File: config.mk
export PLATFORM = sky130hd
export DESIGN_NAME = frac_mac
export DESIGN_NICKNAME = d
export VERILOG_FILES = /design/src/rtl/frac_mac_pkg.sv /design/src/rtl/frac_mac_mult.sv /design/src/rtl/frac_mac_addsat.sv /design/src/rtl/frac_mac_bank.sv /design/src/rtl/frac_mac.sv
export SDC_FILE = /design/constraint.sdc
export NUM_CORES = 1
export LEC_CHECK = 0
export ABC_AREA = 1
export BUFFER_PORTS_ARGS = -buffer_cell sky130_fd_sc_hd__buf_4
export CORE_UTILIZATION = 40
export DETAILED_ROUTE_END_ITERATION = 10
export RECOVER_POWER = 100
export SLEW_MARGIN = 20
export SYNTH_ARGS = -nofsm -noshare
export SYNTH_HDL_FRONTEND = slang
export SYNTH_SLANG_ARGS = --single-unit
File: constraint.sdc
create_clock -name clk -period 4.7 [get_ports clk]
set_clock_uncertainty 0.2 [all_clocks]
set_input_delay 0.705 -clock clk [delete_from_list [all_inputs] [get_ports clk]]
set_output_delay 0.705 -clock clk [all_outputs]
set_load 0.01 [all_outputs]
File: src/rtl/frac_mac_pkg.sv
package frac_mac_pkg;
  typedef enum logic [1:0] {
    OP_CLR  = 2'd0,
    OP_LOAD = 2'd1,
    OP_MAC  = 2'd2,
    OP_MSC  = 2'd3
  } mac_op_e;
endpackage

File: src/rtl/frac_mac_mult.sv
// Operand widening, 17x17 signed multiply and optional fractional doubling.
module frac_mac_mult #(
  parameter int OP_W   = 16,
  parameter int PROD_W = 2 * (OP_W + 1) + 1
) (
  input  logic [OP_W-1:0]          a,
  input  logic [OP_W-1:0]          b,
  input  logic                     a_sgn,
  input  logic                     b_sgn,
  input  logic                     frac,
  output logic signed [PROD_W-1:0] prod
);
  localparam int EXT_W = OP_W + 1;
  localparam int RAW_W = 2 * EXT_W;

  logic signed [EXT_W-1:0] a_ext;
  logic signed [EXT_W-1:0] b_ext;
  logic signed [RAW_W-1:0] raw;

  always_comb begin
    a_ext = {a_sgn & a[OP_W-1], a};
    b_ext = {b_sgn & b[OP_W-1], b};
    raw   = a_ext * b_ext;
    if (frac) prod = {raw, 1'b0};
    else      prod = {raw[RAW_W-1], raw};
  end
endmodule

File: src/rtl/frac_mac_addsat.sv
// Add/subtract against the selected accumulator, overflow detect and clamp.
module frac_mac_addsat
  import frac_mac_pkg::*;
#(
  parameter int ACC_W   = 40,
  parameter int PROD_W  = 35,
  parameter int SAT_BIT = 31
) (
  input  logic [ACC_W-1:0]         acc,
  input  logic signed [PROD_W-1:0] prod,
  input  mac_op_e                  op,
  input  logic                     sat,
  output logic [ACC_W-1:0]         result,
  output logic                     wide_ovf
);
  localparam int SUM_W = ACC_W + 1;
  localparam logic signed [SUM_W-1:0] SAT_HI = {{(SUM_W - SAT_BIT){1'b0}}, {SAT_BIT{1'b1}}};
  localparam logic signed [SUM_W-1:0] SAT_LO = {{(SUM_W - SAT_BIT){1'b1}}, {SAT_BIT{1'b0}}};

  logic signed [SUM_W-1:0] base;
  logic signed [SUM_W-1:0] addend;
  logic signed [SUM_W-1:0] sum;

  always_comb begin
    base   = (op == OP_LOAD) ? '0 : {acc[ACC_W-1], acc};
    addend = {{(SUM_W - PROD_W){prod[PROD_W-1]}}, prod};
    sum    = (op == OP_MSC) ? (base - addend) : (base + addend);
    // True result lost beyond ACC_W bits when the two top bits disagree.
    wide_ovf = sum[SUM_W-1] ^ sum[SUM_W-2];
    if (sat && (sum > SAT_HI))      result = SAT_HI[ACC_W-1:0];
    else if (sat && (sum < SAT_LO)) result = SAT_LO[ACC_W-1:0];
    else                            result = sum[ACC_W-1:0];
  end
endmodule

File: src/rtl/frac_mac_bank.sv
// Accumulator registers and sticky overflow flags.
module frac_mac_bank #(
  parameter int N_ACC = 2,
  parameter int ACC_W = 40,
  parameter int SEL_W = (N_ACC > 1) ? $clog2(N_ACC) : 1
) (
  input  logic                        clk,
  input  logic                        rst_n,
  input  logic                        wr_en,
  input  logic                        clr,
  input  logic [SEL_W-1:0]            sel,
  input  logic [ACC_W-1:0]            wr_data,
  input  logic                        wr_ovf,
  output logic [N_ACC-1:0][ACC_W-1:0] acc_q,
  output logic [N_ACC-1:0]            ovf_q
);
  for (genvar k = 0; k < N_ACC; k++) begin : g_acc
    logic hit;
    assign hit = wr_en && (sel == SEL_W'(k));

    always_ff @(posedge clk or negedge rst_n) begin
      if (!rst_n) begin
        acc_q[k] <= '0;
        ovf_q[k] <= 1'b0;
      end else if (hit) begin
        if (clr) begin
          acc_q[k] <= '0;
          ovf_q[k] <= 1'b0;
        end else begin
          acc_q[k] <= wr_data;
          ovf_q[k] <= ovf_q[k] | wr_ovf;
        end
      end
    end
  end
endmodule

File: src/rtl/frac_mac.sv
module frac_mac
  import frac_mac_pkg::*;
#(
  parameter int OP_W    = 16,
  parameter int ACC_W   = 40,
  parameter int SAT_BIT = 31
) (
  input  logic             clk,
  input  logic             rst_n,
  input  logic             in_valid,
  output logic             in_ready,
  input  logic [OP_W-1:0]  op_a,
  input  logic [OP_W-1:0]  op_b,
  input  logic             a_signed,
  input  logic             b_signed,
  input  logic             acc_sel,
  input  logic [1:0]       op,
  input  logic             frac_en,
  input  logic             sat_en,
  output logic [ACC_W-1:0] acc0,
  output logic [ACC_W-1:0] acc1,
  output logic [1:0]       ovf
);
  localparam int N_ACC  = 2;
  localparam int PROD_W = 2 * (OP_W + 1) + 1;

  mac_op_e                     op_e;
  logic signed [PROD_W-1:0]    prod;
  logic [ACC_W-1:0]            acc_cur;
  logic [ACC_W-1:0]            next_val;
  logic                        next_ovf;
  logic [N_ACC-1:0][ACC_W-1:0] acc_q;
  logic [N_ACC-1:0]            ovf_q;

  assign op_e     = mac_op_e'(op);
  assign in_ready = 1'b1;
  assign acc_cur  = acc_q[acc_sel];

  frac_mac_mult #(.OP_W(OP_W), .PROD_W(PROD_W)) u_mult (
    .a(op_a), .b(op_b), .a_sgn(a_signed), .b_sgn(b_signed),
    .frac(frac_en), .prod(prod)
  );

  frac_mac_addsat #(.ACC_W(ACC_W), .PROD_W(PROD_W), .SAT_BIT(SAT_BIT)) u_addsat (
    .acc(acc_cur), .prod(prod), .op(op_e), .sat(sat_en),
    .result(next_val), .wide_ovf(next_ovf)
  );

  frac_mac_bank #(.N_ACC(N_ACC), .ACC_W(ACC_W), .SEL_W(1)) u_bank (
    .clk(clk), .rst_n(rst_n), .wr_en(in_valid), .clr(op_e == OP_CLR),
    .sel(acc_sel), .wr_data(next_val), .wr_ovf(next_ovf),
    .acc_q(acc_q), .ovf_q(ovf_q)
  );

  assign acc0 = acc_q[0];
  assign acc1 = acc_q[1];
  assign ovf  = ovf_q;
endmodule

Yosys cells after proc, flatten, opt, wreduce, memory -nomap -nowiden
Cells that the tools add are included.
W data, S select, Z words.
{"block": "totals", "ff_bits": 82}
{"block": "op_classes", "n_bitwise": 6, "muxes": 10, "add_sub_neg": 2, "reduce_logical": 5, "n_lt_le_gt_ge": 3, "mul": 1, "eq_ne": 2}
{"operator": "$mux W40", "count": 5}
{"operator": "$mux W41", "count": 2}
{"operator": "$add A41 B35 Y41", "count": 1}
{"operator": "$gt A41 B32 Y1 const B", "count": 1}
{"operator": "$lt A41 B32 Y1 const B", "count": 1}
{"operator": "$sub A41 B35 Y41", "count": 1}
{"operator": "$mul A17 B17 Y34", "count": 1}
{"operator": "$mux W34", "count": 1}
{"operator": "$logic_and A1 B1 Y1", "count": 4}
{"operator": "$and A1 B1 Y1", "count": 2}
{"operator": "$eq A2 B1 Y1 const B", "count": 1}
{"operator": "$eq A2 B2 Y1 const B", "count": 1}
{"operator": "$logic_not A2 Y1", "count": 1}
{"operator": "$lt A1 B2 Y1 const B", "count": 1}
{"operator": "$mux W1", "count": 2}
{"operator": "$or A1 B1 Y1", "count": 2}
{"operator": "$not A1 Y1", "count": 1}
{"operator": "$xor A1 B1 Y1", "count": 1}

Logic depth before layout (Yosys ltp)
{"block": "depth", "word_depth": 10, "mapped_depth": 65, "ltp_nobuf": 63}

By module
From an unflattened synthesis, not the netlist that was laid out.
{"block": "unflattened", "cells_unflattened": 3424, "hier_area_um2": 21755.9}
{"module": "frac_mac_mult", "cells_per_inst": 1690, "area_per_inst_um2": 12254.3, "n_inst": 1, "seq_area_each_um2": 0.0}
{"module": "frac_mac_addsat", "cells_per_inst": 1162, "area_per_inst_um2": 5456.5, "n_inst": 1, "seq_area_each_um2": 0.0}
{"module": "frac_mac_bank", "cells_per_inst": 439, "area_per_inst_um2": 3425.8, "n_inst": 1, "seq_area_each_um2": 2052.0}
{"module": "frac_mac", "cells_per_inst": 133, "area_per_inst_um2": 619.3, "n_inst": 1, "seq_area_each_um2": 0.0}

Least setup slack after synthesis
OpenSTA, ideal clock, no wires.
{"block": "synth_path", "path_type": "input to register", "start": "input op_a[15]", "end": "register u_bank.acc_q[24] (netlist name)", "setup_ns": 0.118, "path_stages": 57, "path_slack_ns": -5.074, "t_arrival_ns": 9.456, "cell_sequence": "clkbuf_1 > nand2_1 > inv_1 > clkbuf_1 > nand2_1 > inv_1 > fa_1 > inv_1 > fa_1 > inv_1 > fa_1 > fa_1 > fa_1 > fa_1 > ha_1 > nand2_1 > nor2_1 > nand2_1 > [... 21 more ...] > xor2_1 > inv_1 > nand3_2 > nand2_4 > inv_2 > ha_1 > inv_1 > nor3_1 > nand2_1 > nor2_1 > inv_1 > nand2_1 > nand3_4 > buf_6 > nand2_1 > nand2_1 > nand3_1 > nand2_1"}
{"block": "synth_between", "elab_chain_len": 10, "elab_cells_between_ends": 13, "cone_classes": "2 x add/sub; 1 x mul; 2 x order compare; 5 x mux; 1 x bitwise; 2 x reduce/logical"}
{"item": "start: declaration", "line_no": "frac_mac.sv:12", "text": "input logic [OP_W-1:0] op_a,"}
{"item": "$and A1 B1 Y1", "line_no": "frac_mac_mult.sv:21", "text": "a_ext = {a_sgn & a[OP_W-1], a};"}
{"item": "$mul A17 B17 Y34 (*)", "line_no": "frac_mac_mult.sv:23", "text": "raw = a_ext * b_ext;"}
{"item": "$mux W34", "line_no": "frac_mac_mult.sv:24", "text": "if (frac) prod = {raw, 1'b0};"}
{"item": "$add A41 B35 Y41 or $sub A41 B35 Y41 (tied branches)", "line_no": "frac_mac_addsat.sv:27", "text": "sum = (op == OP_MSC) ? (base - addend) : (base + addend);"}
{"item": "$mux W41 (*)", "line_no": "frac_mac_addsat.sv:27"}
{"item": "$lt A41 B32 Y1", "line_no": "frac_mac_addsat.sv:31", "text": "else if (sat && (sum < SAT_LO)) result = SAT_LO[ACC_W-1:0];"}
{"item": "$logic_and A1 B1 Y1", "line_no": "frac_mac_addsat.sv:31"}
{"item": "$mux W40", "line_no": "frac_mac_addsat.sv:31"}
{"item": "$mux W40 (*)", "line_no": "frac_mac_addsat.sv:30", "text": "if (sat && (sum > SAT_HI)) result = SAT_HI[ACC_W-1:0];"}
{"item": "$mux W40 (*)", "line_no": "frac_mac_bank.sv:26", "text": "if (clr) begin"}
{"item": "end signal: indexed assignment", "line_no": "frac_mac_bank.sv:30", "text": "acc_q[k] <= wr_data;"}
{"item": "end: declaration", "line_no": "frac_mac_bank.sv:14", "text": "output logic [N_ACC-1:0][ACC_W-1:0] acc_q,"}
Mark *: on every way between the ends. The rest lies on a longest branch, timed or not.
A chain may end at the register's enable or synchronous reset.

Final worst setup path
{"block": "layout_path", "start": "input op_a[15]", "end": "register u_bank.acc_q[33] (netlist name)"}
Same word-level chain as after synthesis.

==> results.md <==
* Yosys Warn Count at 0
* Crit end category: flip-flop
* Vias in the first global route at 21672
* Layout cell share with drive strength beyond 1 at 27.8%
* Total gr overflow at 0
* CTS Buffer Depth at 2
* Max-slew headroom at -38.9%
* Fmax at 105 MHz
* FP Rows at 82
* Post-Place Cell Area at 26200 µm²
* Root buf cell: clkbuf_16
* Layout area overhead at 38.2%
* Worst path slowest cell: fa_2
* Finished Cell Area at 28300 µm²
* Synth unique cells at 50
* Hold crit path type: flip-flop to flip-flop
* Fin crit period at 9.52 ns
* Vias at 20925
* Port Buffers at 123
* # clock sinks at 82
* Max Slew Vio Count at 83
* Clock slew at the register clock pins of the worst setup and hold paths at 0.06 ns
* Initial Util at 40.7%
* Worst Path Buf+Inv at 13
* Ports at 125
* Initial DRT Pass Iterations at 6
* Synth top area cells: fa_1, nand2_1, inv_1, dfrtp_1, ha_1
* Max-Cap Viols at 1
* H-tree depth at 3
* WL per Instance at 14.8 µm
* Mapped Nets at 3530
* Total core area at 50400 µm²
* Clock Latency Late Sink at 0.36 ns
* Worst Path Arrival at 9.57 ns
* Final Hold Viols at 0
* Final setup viols at 82
* TritonCTS clock tree: done
* Slew @ Worst Pin at 2.08 ns
* Initial antenna violation count at 0
* Final nets at 4145
* Worst path most repeated cell: nand2_2
* Die Y at 228 µm
* Filler cells at 4782
* Cell taking the most area after synthesis: fa_1
* Post-synthesis register bit count at 82
* Crit Path Max Fanout at 9
* CP delay by family, top: adder cells
* Mapped cell area at 20500 µm²
* Most used flip-flop cell after synthesis: dfrtp_1
* Post-synth EDFFs at 0
* Critical Path Max Stage Delay at 0.63 ns
* Die Wd at 228 µm
* RSZ-0062 raised after global routing: yes
* Final setup margin at -4.82 ns
* Largest net degree at the start of global routing at 83
* Final Cycle Share at 203%
* Syn Area/Cell at 6.69 µm²
* DRT iter0 DRCs at 1474
* Dpl cells at 4272
* Commonest cells in the netlist: nand2_1, inv_1, fa_1, nor2_1, nand3_1
* Clock buffer count from CTS at 9
* Non-filler cells, final at 4354
* Failing checks: max-capacitance violations, max-slew violations, negative setup slack
* Sequential-to-total area share from yosys stat at 10.0%
* Total wire length at 64500 µm
* WP data required at 4.75 ns
* Post-DP HPWL at 53200 µm
* Synth Instances at 3063
* WHS at 0.312 ns
* Die Area at 52100 µm²
* GRT Total Usage at 25.3%
* First-pass GRT wire length at 107000 µm
* Post-route ant nets at 0
* Async SR Flop Fraction at 100%
* Inserted Diodes at 0
* Drt via density at 4.81
* Startpoint types: input port
* Most instantiated library cell after synthesis: nand2_1
* # DRC at 0
* Crit Path Class: input port to flip-flop
* GP Congestion at 0.956
* Status: complete, but fails checks
* Share of the synthesized area in the top cell type at 29.0%
## tightest hold or removal path, cell delays in order (launching register included)
cell     delay, ns
dfrtp_1       0.37
nand2_1       0.06
nand2_1       0.05
## cell usage in the layout, fill, tap and decap left out, types with 4 or more instances in the layout
cell	Yosys	layout
nor2_2	11	25
inv_2	6	30
ha_1	128	102
inv_4	0	6
nand3_1	168	130
a21o_1	5	5
inv_1	700	669
a21oi_2	0	15
a31oi_1	9	8
nor2_4	1	30
a21oi_1	110	93
nand2_1	997	863
nand4_1	42	42
nor3_2	1	9
nor2_1	170	127
clkbuf_16	0	10
o21ai_2	1	7
dfrtp_1	82	82
ha_4	0	22
nand3b_1	6	6
and2_1	7	5
fa_2	0	7
o21ai_1	7	9
clkbuf_1	94	83
buf_6	6	31
xnor2_1	20	19
nand2_2	7	111
buf_12	0	15
nor4_2	0	4
or2_2	5	5
nand2_4	1	28
buf_8	0	6
o21ai_0	48	40
nand3_2	3	40
xor2_1	57	55
nor3_1	17	8
fa_1	297	290
buf_4	2	585
ha_2	0	4
## path summary, 6_finish.rpt
kind	depth (start not counted)	from	slack, ns	to
worst min-delay path	2	u_bank.acc_q[75]	0.31	u_bank.acc_q[75]
max in group asynchronous	1	rst_n	2.32	u_bank.acc_q[70]
worst max-delay path	59	op_a[15]	-4.82	u_bank.acc_q[33]
worst max register to register	35	u_bank.acc_q[1]	0.20	u_bank.acc_q[50]
worst min register to register	2	u_bank.acc_q[75]	0.31	u_bank.acc_q[75]
min in group asynchronous	1	rst_n	0.72	u_bank.acc_q[49]
## layout make-up
type                    count  area, µm²  area share (%)
clock inverters             5       80.1           0.283
flip-flops and latches     82       2050            7.25
well taps                 672        841            2.97
repair buffers            726       5620            19.8
multi-input cells        2152      16800            59.4
clock buffers              10        229           0.809
inverters                 707       2680            9.47
## logic make-up (layout without fill, tap and decap cells)
group	Yosys count	after routing	share of synthesized area, %
xor+xnor	77	77	3.29
fa+ha+maj	425	425	36.8
compound gates	199	199	5.25
other cells	1	1	0.0183
flops	82	82	10.0
buf+inv	829	1448	15.5
simple gates	1450	1450	29.1
## what timing repair did
item / CTS / global route
setup buffers: 36 / 26
pin swaps: 77 / 164
endpoints found under the hold margin: 0 / 0
setup endpoints to repair: 82 / 82
cloned: 5 / 1
hold buffers: 0 / 0
gates resized for setup: 193 / 223
## flip-flops by register name, indices dropped and copies added, names as in the netlist
| name | flops |
|---|---|
| u_bank.acc_q | 80 |
| u_bank.ovf_q | 2 |
## metal layers
metal  share of wire, %  global-route usage, %  wire length (µm)  vias to the layer above
li1                   -                      -                 -                    10311
met1                 46                   35.0             29400                     9972
met2                 47                   42.2             30100                      537
met3                5.3                   2.99              3420                      105
met4                2.5                   6.31              1610                        0
met5                  0                      0                 0                        -
## metrics by stage
| stage | utilization [%] | worst slack (ns) | setup TNS [ns] |
|---|---|---|---|
| 6_report | 56.2 | -4.82 | -389.97 |
| 5_1_grt | 56.2 | -5.38 | -433.41 |
| 4_1_cts | 54.8 | -4.68 | -379.37 |
| 3_5_place_dp | 51.9 | -5.61 | -453.30 |
| 3_3_place_gp | 51.9 | -5.54 | -450.00 |
| 2_1_floorplan | - | -4.50 | -364.06 |
Power is left out: the tool's default activity adds up to more than one toggle a clock period on the data nets, which glitch-free logic cannot reach.
